**src/rtl/tdm_pkg.sv**
```systemverilog
`timescale 1ns/1ps
package tdm_pkg;
  localparam int unsigned DEF_SLOT_W  = 32;
  localparam int unsigned DEF_N_SLOT  = 8;
  localparam int unsigned DEF_SAMP_W  = 24;
  localparam int unsigned DEF_N_PLAY  = 6;
  localparam int unsigned DEF_N_LOCAL = 4;
  localparam int unsigned DEF_N_AUX   = 2;

  // What an outbound slot carries
  typedef enum logic [1:0] {ROLE_LOCAL, ROLE_EMPTY, ROLE_AUX} slot_role_e;
endpackage

```
**src/rtl/tdm_frame_ctrl.sv**
```systemverilog
`timescale 1ns/1ps
module tdm_frame_ctrl #(
  parameter int unsigned FRAME_LEN = 256,
  parameter int unsigned CNT_W     = $clog2(FRAME_LEN)
) (
  input  logic             clk,
  input  logic             rst_n,
  input  logic             fs,
  output logic             active,
  output logic [CNT_W-1:0] bit_idx,
  output logic             start,
  output logic             sync_err
);
  localparam logic [CNT_W-1:0] LAST = CNT_W'(FRAME_LEN - 1);

  logic             fs_q;
  logic             act_d;
  logic [CNT_W-1:0] idx_d;
  logic             err_d;

  assign start = fs & ~fs_q;

  // bit_idx: frame bit index sampled at the coming rising edge
  always_comb begin
    act_d = active;
    idx_d = bit_idx;
    err_d = 1'b0;
    if (start) begin
      act_d = 1'b1;
      idx_d = '0;
      err_d = active && (bit_idx != LAST);
    end else if (active) begin
      idx_d = (bit_idx == LAST) ? '0 : bit_idx + 1'b1;
    end
  end

  always_ff @(posedge clk or negedge rst_n) begin
    if (!rst_n) begin
      fs_q     <= 1'b0;
      active   <= 1'b0;
      bit_idx  <= '0;
      sync_err <= 1'b0;
    end else begin
      fs_q     <= fs;
      active   <= act_d;
      bit_idx  <= idx_d;
      sync_err <= err_d;
    end
  end

  // an error only ever accompanies a freshly restarted frame
  a_r8_err_restarts: assert property (@(posedge clk) disable iff (!rst_n)
    sync_err |-> (active && bit_idx == '0));
endmodule

```
**src/rtl/tdm_rx_deser.sv**
```systemverilog
`timescale 1ns/1ps
module tdm_rx_deser #(
  parameter int unsigned SLOT_W = 32,
  parameter int unsigned SAMP_W = 24,
  parameter int unsigned N_PLAY = 6,
  parameter int unsigned CNT_W  = 8,
  parameter int unsigned BIT_W  = $clog2(SLOT_W)
) (
  input  logic                     clk,
  input  logic                     rst_n,
  input  logic                     active,
  input  logic                     start,
  input  logic [CNT_W-1:0]         bit_idx,
  input  logic                     sdin,
  output logic [N_PLAY*SAMP_W-1:0] play_data,
  output logic                     play_valid
);
  localparam int unsigned SLOT_IW = CNT_W - BIT_W;

  logic [SLOT_IW-1:0] slot;
  logic [BIT_W-1:0]   bpos;
  logic               in_word, word_done, frame_done;
  logic [SAMP_W-2:0]  sh, sh_d;
  logic [SAMP_W-1:0]  new_word;
  logic [SAMP_W-1:0]  stage  [N_PLAY-1];
  logic [SAMP_W-1:0]  play_q [N_PLAY];

  assign slot       = bit_idx[CNT_W-1:BIT_W];
  assign bpos       = bit_idx[BIT_W-1:0];
  assign in_word    = active && !start && (slot < SLOT_IW'(N_PLAY)) && (bpos < BIT_W'(SAMP_W));
  assign word_done  = in_word && (bpos == BIT_W'(SAMP_W - 1));
  assign frame_done = word_done && (slot == SLOT_IW'(N_PLAY - 1));
  assign new_word   = {sh, sdin};
  assign sh_d       = in_word ? {sh[SAMP_W-3:0], sdin} : sh;

  always_ff @(posedge clk or negedge rst_n) begin
    if (!rst_n) begin
      sh         <= '0;
      play_valid <= 1'b0;
    end else begin
      sh         <= sh_d;
      play_valid <= frame_done;
    end
  end

  for (genvar ch = 0; ch < N_PLAY; ch++) begin : g_chan
    if (ch < N_PLAY - 1) begin : g_staged
      logic stage_en;
      assign stage_en = word_done && (slot == SLOT_IW'(ch));
      always_ff @(posedge clk or negedge rst_n) begin
        if (!rst_n)          stage[ch] <= '0;
        else if (stage_en)   stage[ch] <= new_word;
      end
      always_ff @(posedge clk or negedge rst_n) begin
        if (!rst_n)          play_q[ch] <= '0;
        else if (frame_done) play_q[ch] <= stage[ch];
      end
    end else begin : g_last
      always_ff @(posedge clk or negedge rst_n) begin
        if (!rst_n)          play_q[ch] <= '0;
        else if (frame_done) play_q[ch] <= new_word;
      end
    end
    assign play_data[ch*SAMP_W +: SAMP_W] = play_q[ch];
  end

  // strobe lasts one cycle and sits right after the last playback bit
  a_r4_valid_single: assert property (@(posedge clk) disable iff (!rst_n)
    play_valid |=> !play_valid);
  a_r4_valid_position: assert property (@(posedge clk) disable iff (!rst_n)
    play_valid |-> (bit_idx == CNT_W'((N_PLAY - 1) * SLOT_W + SAMP_W)));
  // words move only together with the strobe
  a_r3_words_hold: assert property (@(posedge clk) disable iff (!rst_n)
    !play_valid |-> $stable(play_data));
endmodule

```
**src/rtl/tdm_tx_ser.sv**
```systemverilog
`timescale 1ns/1ps
module tdm_tx_ser
  import tdm_pkg::*;
#(
  parameter int unsigned N_SLOT  = 8,
  parameter int unsigned SAMP_W  = 24,
  parameter int unsigned N_LOCAL = 4,
  parameter int unsigned N_AUX   = 2,
  parameter int unsigned CNT_W   = 8,
  parameter int unsigned BIT_W   = 5
) (
  input  logic                              clk,
  input  logic                              rst_n,
  input  logic                              active,
  input  logic                              start,
  input  logic [CNT_W-1:0]                  bit_idx,
  input  logic [(N_LOCAL+N_AUX)*SAMP_W-1:0] cap_data,
  output logic                              sdout,
  output logic                              cap_ack
);
  localparam int unsigned N_CAP    = N_LOCAL + N_AUX;
  localparam int unsigned AUX_BASE = N_SLOT - N_AUX;
  localparam int unsigned SLOT_IW  = CNT_W - BIT_W;

  function automatic slot_role_e role_of(input int unsigned s);
    if (s < N_LOCAL)        return ROLE_LOCAL;
    else if (s >= AUX_BASE) return ROLE_AUX;
    else                    return ROLE_EMPTY;
  endfunction

  logic [N_CAP*SAMP_W-1:0] cap_q;
  logic [SLOT_IW-1:0]      slot;
  logic [BIT_W-1:0]        bpos;
  slot_role_e              role;
  int unsigned             word_sel, bit_sel;
  logic                    tx_bit;

  assign slot = bit_idx[CNT_W-1:BIT_W];
  assign bpos = bit_idx[BIT_W-1:0];

  always_comb begin
    role     = role_of(32'(slot));
    word_sel = (role == ROLE_AUX) ? N_LOCAL + 32'(slot) - AUX_BASE : 32'(slot);
    bit_sel  = word_sel * SAMP_W + (SAMP_W - 1) - 32'(bpos);
    tx_bit   = 1'b0;
    if (active && role != ROLE_EMPTY && bpos < BIT_W'(SAMP_W))
      tx_bit = cap_q[bit_sel];
  end

  always_ff @(posedge clk or negedge rst_n) begin
    if (!rst_n) begin
      cap_q   <= '0;
      cap_ack <= 1'b0;
    end else begin
      if (start) cap_q <= cap_data;
      cap_ack <= start;
    end
  end

  // Launch on the falling edge so the bit is settled at the sampling edge
  always_ff @(negedge clk or negedge rst_n) begin
    if (!rst_n) sdout <= 1'b0;
    else        sdout <= tx_bit;
  end

  // silent slots and padding bits are zero on the line
  a_r6_pad_zero: assert property (@(posedge clk) disable iff (!rst_n)
    (active && (role == ROLE_EMPTY || bpos >= BIT_W'(SAMP_W))) |-> !sdout);
  // outbound words stay frozen between frame starts
  a_r7_capture_frozen: assert property (@(posedge clk) disable iff (!rst_n)
    !start |=> $stable(cap_q));
endmodule

```
**src/rtl/tdm_audio_port.sv**
```systemverilog
`timescale 1ns/1ps
module tdm_audio_port
  import tdm_pkg::*;
#(
  parameter int unsigned SLOT_W  = DEF_SLOT_W,
  parameter int unsigned N_SLOT  = DEF_N_SLOT,
  parameter int unsigned SAMP_W  = DEF_SAMP_W,
  parameter int unsigned N_PLAY  = DEF_N_PLAY,
  parameter int unsigned N_LOCAL = DEF_N_LOCAL,
  parameter int unsigned N_AUX   = DEF_N_AUX
) (
  input  logic                              sclk,
  input  logic                              rst_n,
  input  logic                              fs,
  input  logic                              sdin,
  output logic                              sdout,
  output logic [N_PLAY*SAMP_W-1:0]          play_data,
  output logic                              play_valid,
  input  logic [(N_LOCAL+N_AUX)*SAMP_W-1:0] cap_data,
  output logic                              cap_ack,
  output logic                              sync_err
);
  localparam int unsigned FRAME_LEN = N_SLOT * SLOT_W;
  localparam int unsigned CNT_W     = $clog2(FRAME_LEN);
  localparam int unsigned BIT_W     = $clog2(SLOT_W);

  logic             active, start;
  logic [CNT_W-1:0] bit_idx;

  tdm_frame_ctrl #(.FRAME_LEN(FRAME_LEN), .CNT_W(CNT_W)) u_ctrl (
    .clk(sclk), .rst_n(rst_n), .fs(fs), .active(active),
    .bit_idx(bit_idx), .start(start), .sync_err(sync_err)
  );

  tdm_rx_deser #(.SLOT_W(SLOT_W), .SAMP_W(SAMP_W), .N_PLAY(N_PLAY),
                 .CNT_W(CNT_W), .BIT_W(BIT_W)) u_rx (
    .clk(sclk), .rst_n(rst_n), .active(active), .start(start),
    .bit_idx(bit_idx), .sdin(sdin), .play_data(play_data), .play_valid(play_valid)
  );

  tdm_tx_ser #(.N_SLOT(N_SLOT), .SAMP_W(SAMP_W), .N_LOCAL(N_LOCAL),
               .N_AUX(N_AUX), .CNT_W(CNT_W), .BIT_W(BIT_W)) u_tx (
    .clk(sclk), .rst_n(rst_n), .active(active), .start(start),
    .bit_idx(bit_idx), .cap_data(cap_data), .sdout(sdout), .cap_ack(cap_ack)
  );
endmodule

```
**config.mk**
```make
export PLATFORM = sky130hd
export DESIGN_NAME = tdm_audio_port
export DESIGN_NICKNAME = d
export VERILOG_FILES = /design/src/rtl/tdm_pkg.sv /design/src/rtl/tdm_frame_ctrl.sv /design/src/rtl/tdm_rx_deser.sv /design/src/rtl/tdm_tx_ser.sv /design/src/rtl/tdm_audio_port.sv
export SDC_FILE = /design/constraint.sdc
export NUM_CORES = 1
export LEC_CHECK = 0
export ABC_AREA = 1
export BUFFER_PORTS_ARGS = -buffer_cell sky130_fd_sc_hd__buf_2
export CORE_MARGIN = 3
export CORE_UTILIZATION = 55
export CTS_CLUSTER_SIZE = 12
export DETAILED_ROUTE_END_ITERATION = 6
export MAX_ROUTING_LAYER = met4
export PLACE_DENSITY_LB_ADDON = 0.3
export SETUP_SLACK_MARGIN = 0.05
export SLEW_MARGIN = 15
export SYNTH_ARGS = -nofsm -noshare
export SYNTH_HDL_FRONTEND = slang
export SYNTH_SLANG_ARGS = --single-unit
```
**constraint.sdc**
```tcl
create_clock -name sclk -period 5.78 [get_ports sclk]
set_clock_uncertainty 0.15 [all_clocks]
set_input_delay 0.578 -clock sclk [delete_from_list [all_inputs] [get_ports sclk]]
set_output_delay 0.578 -clock sclk [all_outputs]
set_load 0.01 [all_outputs]
```
-- Word level (Yosys, flattened, before mapping)
Index checks and enable logic that the tools add are counted.
- flip-flop bits (word level): 445
- latch bits: 0
- memory bits (writable): 0
- bits in read-only memories: 0
- bits of input ports: 148
- memories: 0
- add/sub/neg operators: 5
- $mul: 1
- div/mod/pow operators: 0
- order comparisons: 5
- eq/ne operators: 10
- shifts and indexed selects: 0
- muxes and demuxes: 10
- bitwise logic cells: 2
- reductions and logical operators: 16
- operators with widths (cell ; number):
    $add A32 B5 Y32 const B ; 1
    $lt A32 B9 Y1 const B ; 1
    $mul A32 B2 Y29 const B ; 1
    $mux W32 ; 1
    $sub A32 B3 Y32 const B ; 1
    $sub A32 B5 Y32 ; 1
    $mux W8 ; 3
    $logic_and A1 B1 Y1 ; 13
    $add A8 B1 Y8 const B ; 1
    $bmux W1 S8 ; 1
    $eq A8 B8 Y1 const B ; 1
    $ne A8 B8 Y1 const B ; 1
    $eq A3 B2 Y1 const B ; 2
    $eq A3 B3 Y1 const B ; 2
    $lt A3 B3 Y1 const B ; 2
    $eq A5 B5 Y1 const B ; 1
    $lt A5 B5 Y1 const B ; 1
    $add A3 B3 Y4 const A ; 1
    $mux W2 ; 2
    $eq A3 B1 Y1 const B ; 1
    $ge A3 B3 Y1 const B ; 1
    $logic_not A3 Y1 ; 1
    $mux W1 ; 3
    $eq A2 B2 Y1 const B ; 1
    5 further kinds ; 5

-- Depth between registers and ports, before layout
- depth after elaboration: 11
- gate-level depth with buffers: 18

-- By module
From an unflattened synthesis, not the netlist that was laid out.
- cell total of the unflattened synthesis: 2207
- area total of the unflattened synthesis: 19792.7 sq um
- by module, submodules not included (module ; instances ; cells each ; area each (sq um) ; sequential area each (sq um)):
    tdm_rx_deser ; 1 ; 1314 ; 11867.6 ; 7206.9
    tdm_tx_ser ; 1 ; 815 ; 7337.0 ; 3653.5
    tdm_frame_ctrl ; 1 ; 78 ; 588.1 ; 275.3

==> reports/metrics.csv <==
stage,metric,value,unit
logic_synthesis,syn-num-nets,2288,
setup_path,crit_chain,clkinv_4 > ha_4 > ha_4 > inv_2 > ha_4 > inv_2 > ha_4 > inv_2 > fa_1 > xor2_2 > nor3_2 > nand3_1 > nand3_1 > nand2_1 > inv_1 > nand2_1 > inv_1,
clock_network,cts_buffers,46,
global_route,grtUsageTotal,0.2628,
logic_synthesis,synth-seq-cells,445,
clock_network,clock-sinks,445,
logic_synthesis,synth_ff_type,dfrtp_1,
detailed_routing,drtIter0Drc,1314,
logic_synthesis,synth_async_sr_flop_share,1.000,
floorplanning,die_h,188.1,µm
clock_network,htreeDepth,2,
sta,slew_headroom,0.3190,
setup_path,path_delay_family,adder cells,
worst_hold_path,hold_path_class,in2reg,
detailed_routing,drtAntennaViolNets,0,
placement,placed_area,19940,µm²
sta,hold_violations,0,
logic_synthesis,synth_cells,2124,
floorplanning,start_util,0.5588,
floorplanning,dieArea,35360,µm²
logic_synthesis,synth_cell_types,28,
placement,portBuffers,295,
global_route,gr-total-overflow,0,
logic_synthesis,synth_edf_count,0,
setup_path,slowest_delay,0.45,ns
final_layout,fin_util,0.6581,
clock_network,cts_tree,yes,
setup_path,critPathKind,reg2reg,
sta,slew_viol_final,0,
setup_path,cp.required,3.13,ns
final_layout,n_fill_cell,2699,
detailed_routing,routed_wirelength,45130,µm
floorplanning,fp.dieW,188.1,µm
clock_network,clkSlewWorstSetupHoldPaths,0.06,ns
global_route,antenna_found_initial,0,
setup_path,path_common_cell,ha_4,
detailed_routing,avgViaCountPerCell,5.238,
setup_path,worst-path-buf-inv,6,
clock_network,clk_latency,0.54,ns
global_route,grt_pass1_wl,74210,µm
setup_path,reg2reg_depth,17,
status,status,completed,
clock_network,root_buffer,clkbuf_16,
sta,finalWorstSetupSlack,0.1202,ns
pwr,powerDensity,336.1,nW/µm²
floorplanning,rows,66,
setup_path,worst-endpoint-arrival,3.01,ns
logic_synthesis,syn_area,18230,µm²
placement,gp_congestion,0.8634,
final_layout,syn2layout_area_growth,17.76,%
detailed_routing,drt_pass1_iterations,6,
global_route,first_global_vias,14570,
sta,timing.hold.ws,0.08595,ns
sta,rsz0062_at_grt,yes,
final_layout,drive_gt1_frac,0.1733,
final_layout,design_area,21470,µm²
logic_synthesis,seq_area_frac_synth,0.6109,
logic_synthesis,postSynthAreaPerCell,8.582,µm²
placement,place_ws,0.01592,ns
placement,dp_hpwl,28440,µm
clock_network,clk_path_buf_depth,3,
floorplanning,io_pins,296,
final_layout,antenna_cells,0,
detailed_routing,vias,14890,
detailed_routing,drc,0,
logic_synthesis,yosys_warnings,0,
pwr,power.leakage,11.73,nW
setup_path,worst-path-stages,17,
pwr,ir_worst_vdd,0.2087,mV
pwr,p_total,0.007215,W
job,maxCapViolCount,0,
worst_hold_path,holdPathStages,3,
setup_path,cp-end-kind,flip-flop,
detailed_routing,wl_per_cell,15.87,µm
sta,setup_viol,0,
sta,tightest_slew,1.022,ns
setup_path,worstPathMaxFanout,3,
setup_path,cp_slowest_cell,fa_1,
final_layout,fin_nets,2540,
setup_path,cp-start-kind,flip-flop,
floorplanning,core-area,32620,µm²
global_route,grt_max_degree,181,
-- worst register-to-register path, delay by kind of cell, from the launching register on --
kind | cells | cell delay (ns)
flip-flops | 1 | 0.39
AND/OR/NAND/NOR | 5 | 0.33
buffers and inverters | 6 | 0.27
XOR/XNOR | 1 | 0.26
adder cells (fa/ha/maj) | 5 | 1.22
-- layout by cell type (no fill, tap or decap), types with 16 or more instances in the layout --
cell type and n:
nand3_1 129, buf_4 26, inv_1 47, o21ai_0 119
buf_2 294, dfrtp_1 442, nand2_1 1119, nor2_1 16
clkbuf_16 46, o21ai_1 61
-- power by group --
| group | total, W | internal, W | switching, W | leakage [nW] |
|---|---|---|---|---|
| clock | 0.00273 | 0.00158 | 0.00115 | 0.673 |
| combinational | 0.00108 | 0.000345 | 0.000735 | 5.11 |
| sequential | 0.00340 | 0.00330 | 0.000103 | 5.95 |
-- stage by stage --
step | instances | setup TNS (ns)
floorplan | 2124 | 0
global placement | 2766 | 0
detailed placement | 2766 | 0
CTS | 2841 | 0
global route | 2843 | -0.03826
finish | 2843 | 0
-- per-layer routing --
metal	routed length, µm	vias to the layer above	part of all wire	global-route usage
met5	0	-	0	-
met4	796	0	0.018	0.05541
met3	2597	67	0.058	0.03365
met2	21570	491	0.48	0.4194
met1	20160	7175	0.45	0.3684
li1	-	7158	-	-
-- registers in the layout, indices dropped and copies added, names as in the netlist --
name             count
u_ctrl.fs_q          1
u_tx.sdout           1
u_tx.cap_ack         1
u_rx.play_valid      1
u_rx.stage         120
u_ctrl.sync_err      1
u_tx.cap_q         144
u_rx.sh             23
u_rx.play_data     144
u_ctrl.active        1
u_ctrl.bit_idx       8
-- cell usage after synthesis, types with 2 or more instances --
cell | count | share of area
a21oi_1 | 4 | 0.0011
buf_1 | 11 | 0.0023
buf_2 | 37 | 0.010
buf_6 | 11 | 0.0068
clkbuf_1 | 63 | 0.013
clkinv_1 | 2 | 0.00041
dfrtp_1 | 444 | 0.61
ha_1 | 15 | 0.010
inv_1 | 52 | 0.011
inv_2 | 4 | 0.00082
nand2_1 | 1119 | 0.23
nand3_1 | 131 | 0.036
nand3_2 | 2 | 0.0011
nand4_1 | 5 | 0.0017
nor2_1 | 18 | 0.0037
nor3_1 | 3 | 0.00082
o21ai_0 | 119 | 0.033
o21ai_1 | 61 | 0.017
o22ai_1 | 9 | 0.0031
xor2_1 | 6 | 0.0029
-- what timing repair did --
| item | 4_1_cts | 5_1_grt |
|---|---|---|
| hold endpoints to repair | 77 | 0 |
| pin swaps | 10 | 9 |
| setup endpoints to repair | 1 | 1 |
| hold buffers | 2 | 0 |
| gates resized for setup | 9 | 12 |
| buffers inserted | 0 | 2 |
-- kinds of logic (layout without fill, tap and decap cells) --
logic type,Yosys count,in the layout,share of synthesized area
simple gates,1282,1282,0.2762
xor+xnor,7,7,0.003363
compound gates,194,194,0.05402
fa+ha+maj,16,16,0.01139
flops,445,445,0.6109
buf+inv,180,457,0.04414
-- final cells by class --
class	count	area, µm²	share of cell area
Inverter	58	226.5	0.01055
Timing Repair Buffer	326	1753	0.08166
Clock inverter	8	90.09	0.004197
Multi-Input combinational cell	1499	6422	0.2992
Tap cell	442	553.0	0.02576
Clock buffer	65	1282	0.05975
Sequential cell	445	11140	0.5189
-- path summary, 6_finish.rpt --
kind | start | slack [ns] | end
setup / recovery | u_ctrl.bit_idx[7]$_DFFE_PN0P_ | 0.12 | u_tx.sdout$_DFF_NN0_
hold / removal | cap_data[25] | 0.09 | u_tx.cap_q[25]$_DFFE_PN0P_
setup reg to reg | u_ctrl.bit_idx[7]$_DFFE_PN0P_ | 0.12 | u_tx.sdout$_DFF_NN0_
hold reg to reg | u_rx.stage[21]$_DFFE_PN0P_ | 0.31 | u_rx.play_data[117]$_DFFE_PN0P_
max in group asynchronous | rst_n | 1.76 | u_tx.sdout$_DFF_NN0_
min in group asynchronous | rst_n | 0.48 | u_rx.stage[84]$_DFFE_PN0P_
Power figures use the tool's default switching activity.
